### config.mk
export PLATFORM = sky130hd
export DESIGN_NAME = strided_dot_engine
export DESIGN_NICKNAME = d
export VERILOG_FILES = /design/src/rtl/sdp_pkg.sv /design/src/rtl/sdp_cfg_regs.sv /design/src/rtl/sdp_walker.sv /design/src/rtl/sdp_mac.sv /design/src/rtl/strided_dot_engine.sv
export SDC_FILE = /design/constraint.sdc
export NUM_CORES = 1
export LEC_CHECK = 0
export ABC_AREA = 1
export BUFFER_PORTS_ARGS = -buffer_cell sky130_fd_sc_hd__buf_2
export CORE_ASPECT_RATIO = 0.75
export CORE_MARGIN = 3
export CORE_UTILIZATION = 35
export CTS_CLUSTER_DIAMETER = 60
export DETAILED_ROUTE_END_ITERATION = 10
export GPL_TIMING_DRIVEN = 0
export PLACE_DENSITY = 0.51
export SLEW_MARGIN = 5
export SYNTH_ARGS = -nofsm -noshare
export SYNTH_HDL_FRONTEND = slang
export SYNTH_HIERARCHICAL = 1
export SYNTH_SLANG_ARGS = --single-unit
### constraint.sdc
create_clock -name clk -period 16.95 [get_ports clk]
set_clock_uncertainty 0.15 [all_clocks]
set_input_delay 4.2375 -clock clk [delete_from_list [all_inputs] [get_ports clk]]
set_output_delay 4.2375 -clock clk [all_outputs]
set_load 0.01 [all_outputs]
### src/rtl/sdp_pkg.sv
package sdp_pkg;

    typedef enum logic [1:0] {
        ST_IDLE,
        ST_FETCH,
        ST_DRAIN,
        ST_DONE
    } sdp_state_e;

    localparam logic [7:0] OFF_START_A = 8'hC0;
    localparam logic [7:0] OFF_STEP_A  = 8'hC8;
    localparam logic [7:0] OFF_START_B = 8'hD0;
    localparam logic [7:0] OFF_STEP_B  = 8'hD8;
    localparam logic [7:0] OFF_COUNT   = 8'hF0;
    localparam logic [7:0] OFF_RESULT  = 8'hF8;

    // cycles spent in ST_DRAIN: two of port latency plus one of accumulate
    localparam int unsigned DRAIN_CYCLES = 3;

endpackage

### src/rtl/sdp_cfg_regs.sv
module sdp_cfg_regs
    import sdp_pkg::*;
#(
    parameter int unsigned AW = 10,
    parameter int unsigned CW = 8
) (
    input  logic          clk,
    input  logic          rst_n,
    input  logic          wr_en,
    input  logic [7:0]    wr_addr,
    input  logic [AW-1:0] wr_data,
    output logic [AW-1:0] start_a,
    output logic [AW-1:0] step_a,
    output logic [AW-1:0] start_b,
    output logic [AW-1:0] step_b,
    output logic [CW-1:0] count
);

    always_ff @(posedge clk or negedge rst_n) begin
        if (!rst_n) begin
            start_a <= '0;
            step_a  <= '0;
            start_b <= '0;
            step_b  <= '0;
            count   <= '0;
        end else if (wr_en) begin
            unique case (wr_addr)
                OFF_START_A: start_a <= wr_data;
                OFF_STEP_A:  step_a  <= wr_data;
                OFF_START_B: start_b <= wr_data;
                OFF_STEP_B:  step_b  <= wr_data;
                OFF_COUNT:   count   <= wr_data[CW-1:0];
                default: ;
            endcase
        end
    end

    // the configuration holds on every cycle without a write
    assert_cfg_hold_R7: assert property (@(posedge clk) disable iff (!rst_n)
        !wr_en |=> ($stable(start_a) && $stable(step_a) && $stable(start_b)
                    && $stable(step_b) && $stable(count)));

endmodule

### src/rtl/sdp_walker.sv
module sdp_walker #(
    parameter int unsigned AW = 10
) (
    input  logic          clk,
    input  logic          rst_n,
    input  logic          load,
    input  logic          step,
    input  logic [AW-1:0] base,
    input  logic [AW-1:0] stride,
    output logic [AW-1:0] ptr
);

    // the stride is captured at load, so later register writes cannot bend the walk
    logic [AW-1:0] stride_q;

    always_ff @(posedge clk or negedge rst_n) begin
        if (!rst_n) begin
            ptr      <= '0;
            stride_q <= '0;
        end else if (load) begin
            ptr      <= base;
            stride_q <= stride;
        end else if (step) begin
            ptr      <= ptr + stride_q;
        end
    end

endmodule

### src/rtl/sdp_mac.sv
module sdp_mac #(
    parameter int unsigned DW   = 16,
    parameter int unsigned ACCW = 40,
    parameter int unsigned OW   = 32
) (
    input  logic                 clk,
    input  logic                 rst_n,
    input  logic                 clr,
    input  logic                 in_valid,
    input  logic signed [DW-1:0] in_data,
    output logic        [OW-1:0] result
);

    localparam int unsigned PW = 2 * DW;
    localparam logic signed [ACCW-1:0] SAT_HI = {{(ACCW-OW+1){1'b0}}, {(OW-1){1'b1}}};
    localparam logic signed [ACCW-1:0] SAT_LO = {{(ACCW-OW+1){1'b1}}, {(OW-1){1'b0}}};

    logic                   rx_second;
    logic signed [DW-1:0]   a_hold;
    logic signed [PW-1:0]   prod;
    logic                   prod_v;
    logic signed [ACCW-1:0] acc;

    // stage 1: pair up operands and multiply; stage 2: accumulate
    always_ff @(posedge clk or negedge rst_n) begin
        if (!rst_n) begin
            rx_second <= 1'b0;
            a_hold    <= '0;
            prod      <= '0;
            prod_v    <= 1'b0;
            acc       <= '0;
        end else if (clr) begin
            rx_second <= 1'b0;
            prod_v    <= 1'b0;
            acc       <= '0;
        end else begin
            prod_v <= in_valid && rx_second;
            if (in_valid) begin
                rx_second <= !rx_second;
                if (!rx_second) begin
                    a_hold <= in_data;
                end else begin
                    prod <= a_hold * in_data;
                end
            end
            if (prod_v) begin
                acc <= acc + {{(ACCW-PW){prod[PW-1]}}, prod};
            end
        end
    end

    always_comb begin
        if (acc > SAT_HI) begin
            result = SAT_HI[OW-1:0];
        end else if (acc < SAT_LO) begin
            result = SAT_LO[OW-1:0];
        end else begin
            result = acc[OW-1:0];
        end
    end

    // every second operand of a pair yields a product on the next cycle
    assert_pair_product_R4: assert property (@(posedge clk) disable iff (!rst_n)
        (in_valid && rx_second && !clr) |=> prod_v);

endmodule

### src/rtl/strided_dot_engine.sv
module strided_dot_engine
    import sdp_pkg::*;
#(
    parameter int unsigned AW   = 10,
    parameter int unsigned DW   = 16,
    parameter int unsigned CW   = 8,
    parameter int unsigned ACCW = 40,
    parameter int unsigned OW   = 32
) (
    input  logic                 clk,
    input  logic                 rst_n,
    input  logic                 wr_en,
    input  logic [7:0]           wr_addr,
    input  logic [AW-1:0]        wr_data,
    input  logic                 rd_req,
    input  logic [7:0]           rd_addr,
    output logic                 rd_valid,
    output logic [OW-1:0]        rd_data,
    output logic                 sp_req,
    output logic [AW-1:0]        sp_addr,
    input  logic                 sp_rvalid,
    input  logic signed [DW-1:0] sp_rdata
);

    localparam int unsigned DCW = $clog2(DRAIN_CYCLES);
    localparam logic [DCW-1:0] DRAIN_LAST = DCW'(DRAIN_CYCLES - 1);

    sdp_state_e    state, state_nx;
    logic [AW-1:0] cfg_start [2];
    logic [AW-1:0] cfg_step  [2];
    logic [AW-1:0] ptr       [2];
    logic [1:0]    walk_step;
    logic [CW-1:0] cfg_count;
    logic [CW-1:0] pairs_left;
    logic          req_second;
    logic [DCW-1:0] drain_cnt;
    logic          accept_rd;
    logic          launch;
    logic [OW-1:0] mac_result;

    assign accept_rd = rd_req && (state == ST_IDLE);
    assign launch    = accept_rd && (rd_addr == OFF_RESULT) && (cfg_count != '0);

    sdp_cfg_regs #(.AW(AW), .CW(CW)) u_cfg (
        .clk     (clk),
        .rst_n   (rst_n),
        .wr_en   (wr_en),
        .wr_addr (wr_addr),
        .wr_data (wr_data),
        .start_a (cfg_start[0]),
        .step_a  (cfg_step[0]),
        .start_b (cfg_start[1]),
        .step_b  (cfg_step[1]),
        .count   (cfg_count)
    );

    for (genvar g = 0; g < 2; g++) begin : g_walk
        sdp_walker #(.AW(AW)) u_walker (
            .clk    (clk),
            .rst_n  (rst_n),
            .load   (launch),
            .step   (walk_step[g]),
            .base   (cfg_start[g]),
            .stride (cfg_step[g]),
            .ptr    (ptr[g])
        );
    end

    sdp_mac #(.DW(DW), .ACCW(ACCW), .OW(OW)) u_mac (
        .clk      (clk),
        .rst_n    (rst_n),
        .clr      (accept_rd),
        .in_valid (sp_rvalid),
        .in_data  (sp_rdata),
        .result   (mac_result)
    );

    // state register and sequencing counters
    always_ff @(posedge clk or negedge rst_n) begin
        if (!rst_n) begin
            state      <= ST_IDLE;
            pairs_left <= '0;
            req_second <= 1'b0;
            drain_cnt  <= '0;
        end else begin
            state <= state_nx;
            unique case (state)
                ST_IDLE: begin
                    pairs_left <= cfg_count;
                    req_second <= 1'b0;
                    drain_cnt  <= '0;
                end
                ST_FETCH: begin
                    req_second <= !req_second;
                    if (req_second) begin
                        pairs_left <= pairs_left - 1'b1;
                    end
                end
                ST_DRAIN: drain_cnt <= drain_cnt + 1'b1;
                ST_DONE: ;
            endcase
        end
    end

    // next state
    always_comb begin
        state_nx = state;
        unique case (state)
            ST_IDLE: begin
                if (launch) begin
                    state_nx = ST_FETCH;
                end else if (accept_rd) begin
                    state_nx = ST_DONE;
                end
            end
            ST_FETCH: begin
                if (req_second && pairs_left == CW'(1)) begin
                    state_nx = ST_DRAIN;
                end
            end
            ST_DRAIN: begin
                if (drain_cnt == DRAIN_LAST) begin
                    state_nx = ST_DONE;
                end
            end
            ST_DONE: state_nx = ST_IDLE;
        endcase
    end

    // outputs
    always_comb begin
        sp_req    = (state == ST_FETCH);
        sp_addr   = req_second ? ptr[1] : ptr[0];
        walk_step = {sp_req && req_second, sp_req && !req_second};
        rd_valid  = (state == ST_DONE);
        rd_data   = rd_valid ? mac_result : '0;
    end

    // checker-side beat counter for the returned-data assertion
    logic [CW:0]   beats_seen;
    logic [CW-1:0] op_pairs;

    always_ff @(posedge clk or negedge rst_n) begin
        if (!rst_n) begin
            beats_seen <= '0;
            op_pairs   <= '0;
        end else if (accept_rd) begin
            beats_seen <= '0;
            op_pairs   <= launch ? cfg_count : '0;
        end else if (sp_rvalid) begin
            beats_seen <= beats_seen + 1'b1;
        end
    end

    // a response lasts exactly one cycle
    assert_single_response_R2: assert property (@(posedge clk) disable iff (!rst_n)
        rd_valid |=> !rd_valid);

    // no response while requests are still being issued
    assert_no_early_response_R5: assert property (@(posedge clk) disable iff (!rst_n)
        sp_req |-> !rd_valid);

    // all 2N data beats have come back when the response is presented
    assert_beats_match_R3: assert property (@(posedge clk) disable iff (!rst_n)
        rd_valid |-> (beats_seen == {op_pairs, 1'b0}));

endmodule

-- Word-level counts from Yosys, hierarchy flattened
Cells that the tools add are included.
- word-level logic and storage cells: 91
- register bits: 191
- multiply operators: 1
- reductions and logical operators: 26
- order comparisons: 2
- $add $sub $neg: 5
- eq/ne operators: 15
- mux-type cells: 22
- bitwise logic cells: 2
- operators by type and width (operator ; count):
    32-bit 2-to-1 mux ; 3
    40-bit 2-to-1 mux ; 2
    10-bit 2-to-1 mux ; 5
    8-bit equality test, second input constant ; 6
    40-bit adder ; 1
    40-bit by 32-bit greater-than comparator with 1-bit output, second input constant ; 1
    40-bit by 32-bit less-than comparator with 1-bit output, second input constant ; 1
    16-bit by 16-bit multiplier with 32-bit output ; 1
    10-bit adder ; 2
    8-bit case mux with 2 select lines ; 1
    2-bit AND reduction ; 6
    2-bit nonzero test ; 6
    3-bit AND reduction ; 3
    8-bit by 1-bit equality test with 1-bit output, second input constant ; 1
    2-bit 2-to-1 mux ; 4
    8-bit 2-to-1 mux ; 1
    2-bit case mux with 4 select lines ; 1
    8-bit nonzero test ; 1
    8-bit by 1-bit subtractor with 8-bit output, second input constant ; 1
    1-bit logical AND ; 7
    2-bit equality test, second input constant ; 3
    2-bit by 1-bit != test with 1-bit output, second input constant ; 2
    2-bit case mux with 2 select lines ; 1
    1-bit 2-to-1 mux ; 3
    other kinds (8) ; 10

-- Logic depth before layout (Yosys ltp)
- depth after elaboration: 6
- gate-level depth with buffers: 28
- mapped depth without buffers: 26

-- By module
The synthesis kept the hierarchy.
- modules (own cells, without submodules) (module ; area an instance (sq um) ; sequential area each (sq um) ; cells an instance ; instances):
    sdp_mac ; 17640.7 ; 2252.2 ; 2517 ; 1
    sdp_walker ; 1226.2 ; 500.5 ; 161 ; 2
    sdp_cfg_regs ; 1996.9 ; 1201.2 ; 220 ; 1
    strided_dot_engine ; 1372.6 ; 325.3 ; 243 ; 1

-- Worst setup path after synthesis
Ideal clock, no wire load.
- path type: input to register
- start point: input port sp_rdata[3]
- end point: register u_mac.prod[27]
- cell stages on the path: 24
- arrival time: 9.448 ns
- path slack: 7.234 ns
- library setup time: 0.118 ns
- path buffers: 2
- required time: 16.682 ns
- cell sequence: clkbuf_1 > clkbuf_1 > nand2_1 > inv_1 > fa_1 > fa_1 > inv_1 > fa_1 > fa_1 > inv_1 > fa_1 > inv_1 > fa_1 > inv_1 > ha_1 > nand2_1 > nor2_1 > inv_1 > nor3_1 > nand3_1 > nand3_1 > nand2_1 > nand3_1 > nand2_1
- longest elaborated chain between the ends: 1
- RTL lines (element ; line ; text):
    start: declaration ; strided_dot_engine.sv:22 ; input logic signed [DW-1:0] sp_rdata
    16-bit by 16-bit multiplier with 32-bit output ; sdp_mac.sv:43 ; prod <= a_hold * in_data;
    end signal: assignment ; sdp_mac.sv:43 ;
    end: declaration ; sdp_mac.sv:20 ; logic signed [PW-1:0] prod;
Every way passes these cells.
A chain may end at the register's enable or synchronous reset.

-- Worst setup path after layout
- start point: input port sp_rdata[9]
- end point: register u_mac.prod[31]
The elaborated chain is that of the path after synthesis.

==> impl_metrics.json <==
{
  "outcome": "finished clean",
  "tightestPinTransition_ps": 1190,
  "first_global_vias": 19800,
  "setup_viol": 0,
  "finalHoldViolations": 0,
  "clk_root_buffer_cell": "clkbuf_16",
  "ff2ff_setup_slack_ps": 9750,
  "netlist-cell-type-count": 49,
  "wl_per_cell_um": 16.2,
  "num_rows": 81,
  "fin_util_pct": 39.0,
  "slew_headroom_pct": 20.2,
  "layout_commonest_cell": "nand2_1",
  "drive_above_1_share_pct": 6.89,
  "path_clk_slew_ps": 80,
  "grt_max_degree": 92,
  "period_needed_ps": 10520,
  "whs_endpoint": "drain_cnt[0]",
  "grt_first_pass_wirelength_um": 112000,
  "syn_area_um2": 23500,
  "finalWorstSetupSlack_ps": 6430,
  "cts_sinks": 191,
  "fill_cells": 7076,
  "hp-class": "reg -> reg",
  "ys_seq_area_share_pct": 20.4,
  "netlist_instances": 3302,
  "syn_nets": 3761,
  "finalWirelength_um": 69500,
  "clock_latency_ps": 490,
  "cts_post_setup_buffers_inserted": 0,
  "crit_path_start_kind": "input port",
  "drtAntennaViolNets": 0,
  "hold_path_depth": 1,
  "synth_edf_count": 0,
  "drt-pass1-iter-count": 5,
  "path_max_fanout": 10,
  "cts_buffers": 17,
  "r2r-start": "u_mac/a_hold[6]",
  "fin_crit_sh_pct": 62.1,
  "cts_resized": 0,
  "die_h_um": 230,
  "drc": 0,
  "die-area_um2": 70200,
  "fin_setup_tns_ps": 0,
  "r2r_end": "u_mac/prod[31]",
  "synth_seq_cells": 191,
  "async_reset_ff_share_pct": 100,
  "first_iter_violations": 1563,
  "via_per_inst": 4.66,
  "dp_slack_ps": 5970,
  "clock_path_buffers": 2,
  "fp.dieW_um": 305,
  "grt_antenna_before_repair": 0,
  "ys_warn_count": 6,
  "grt.overflow.total": 0,
  "maxCapViolCount": 0,
  "cp_data_arrival_time_ps": 10740,
  "fp.coreArea_um2": 65800,
  "ys.flop_type": "dfrtp_1",
  "critPathCaptureType": "flop",
  "finalMaxSlewViolations": 0,
  "avgSynthCellArea_um2": 7.11,
  "initial_core_util_pct": 35.7,
  "area_delta_synth_final_pct": 9.36,
  "hold_start": "drain_cnt[0]",
  "num_vias": 20000,
  "ctsHoldBuffers": 0,
  "hpwl_um": 58000,
  "grt_usage_pct": 20.6,
  "layout_common_cells": "nand2_1, inv_1, fa_1",
  "worst-setup-path-type": "in -> reg",
  "cp.required_ps": 17170,
  "rsz0062_at_grt": "false",
  "nets": 3857,
  "io_pins": 91,
  "htree_levels": 4,
  "fmax_ghz": 0.0950,
  "cts_tree": "built",
  "rr_worst_depth": 22,
  "io_buffers": 75,
  "gp_congestion": 0.931
}
-- cell usage after synthesis (16+ instances only) --
master    instances  area (um^2)
inv_1           737         2770
nor2_2           20          125
nand3b_1         20          150
nand2_1        1121         4210
a21oi_1          78          390
inv_2            17         63.8
clkbuf_1         80          300
nand4_1          32          200
ha_1            147         1840
xnor2_1          24          210
o21ai_0          81          405
o21ai_1          16         80.1
dfrtp_1         191         4780
fa_1            265         5310
nand3_1         173          866
nor2_1          154          578
-- how the worst max path moves through the flow --
stage | startpoint | endpoint | slack, ps | depth (start not counted)
after global routing | sp_rdata[3] | u_mac/prod[28] | 6060 | 24
final | sp_rdata[9] | u_mac/prod[31] | 6430 | 22
after global placement | sp_rdata[3] | u_mac/prod[27] | 5970 | 24
after CTS | sp_rdata[3] | u_mac/prod[27] | 6470 | 24
after detailed placement | sp_rdata[3] | u_mac/prod[27] | 5970 | 24
after floorplan | sp_rdata[3] | u_mac/prod[27] | 7230 | 24
-- worst max-delay path, stage by stage --
cell	delay, ps
clkbuf_1	520
clkbuf_1	520
nand2_1	160
fa_1	570
inv_1	50
fa_1	500
inv_1	70
fa_1	480
inv_1	50
fa_1	500
fa_1	540
inv_1	60
fa_1	540
inv_1	40
ha_1	350
a21oi_1	310
o21ai_0	310
nand3b_1	440
a21oi_1	210
nand2_1	70
nand3_1	120
nand2_1	60
-- state kept, by name (all words and copies together), names as in the netlist, 10 cells and up --
| register | cells |
|---|---|
| u_cfg/start_b | 10 |
| u_cfg/step_b | 10 |
| u_mac/prod | 32 |
| g_walk.u_walker/stride_q | 20 |
| u_mac/a_hold | 16 |
| g_walk.u_walker/ptr | 20 |
| u_mac/acc | 40 |
| u_cfg/start_a | 10 |
| u_cfg/step_a | 10 |
-- stage by stage --
stage / instance area [um^2] / hold slack, ps / cells
finish: 25700 / 324 / 4283
CTS: 25700 / 323 / 4282
global route: 25700 / 355 / 4282
global placement: 24900 / 308 / 4248
detailed placement: 25000 / 307 / 4250
floorplan: 23500 / 287 / 3302
-- final cells by class --
class	instances	area [um^2]	area share, %
Multi-Input combinational cell	2250	15400	59.9
Sequential cell	191	4780	18.6
Inverter	758	2850	11.1
Tap cell	871	1090	4.25
Buffer	103	460	1.79
Timing Repair Buffer	77	440	1.72
Clock buffer	17	425	1.66
Clock inverter	15	238	0.927
Antenna cell	1	2.50	0.00975
-- metal layers --
metal | track usage (%) | wire length (um) | vias up
met4 | 3.86 | 1020 | 0
met1 | 32.3 | 36700 | 9406
li1 | - | - | 10000
met3 | 3.59 | 4040 | 52
met2 | 29.4 | 27800 | 457
met5 | 0 | 0 | -
-- kinds of logic after synthesis --
kind of cell,share of synthesized area [%]
AO/OA/AOI/OAI,5.68
XOR/XNOR,1.12
adder cells (fa/ha/maj),30.5
buffers and inverters,14.1
flip-flops,20.4
multiplexers,0.720
AND/OR/NAND/NOR,27.6
Power is not shown: default switching activity piles up to over one toggle a cycle in this logic, so the estimate is an artifact.
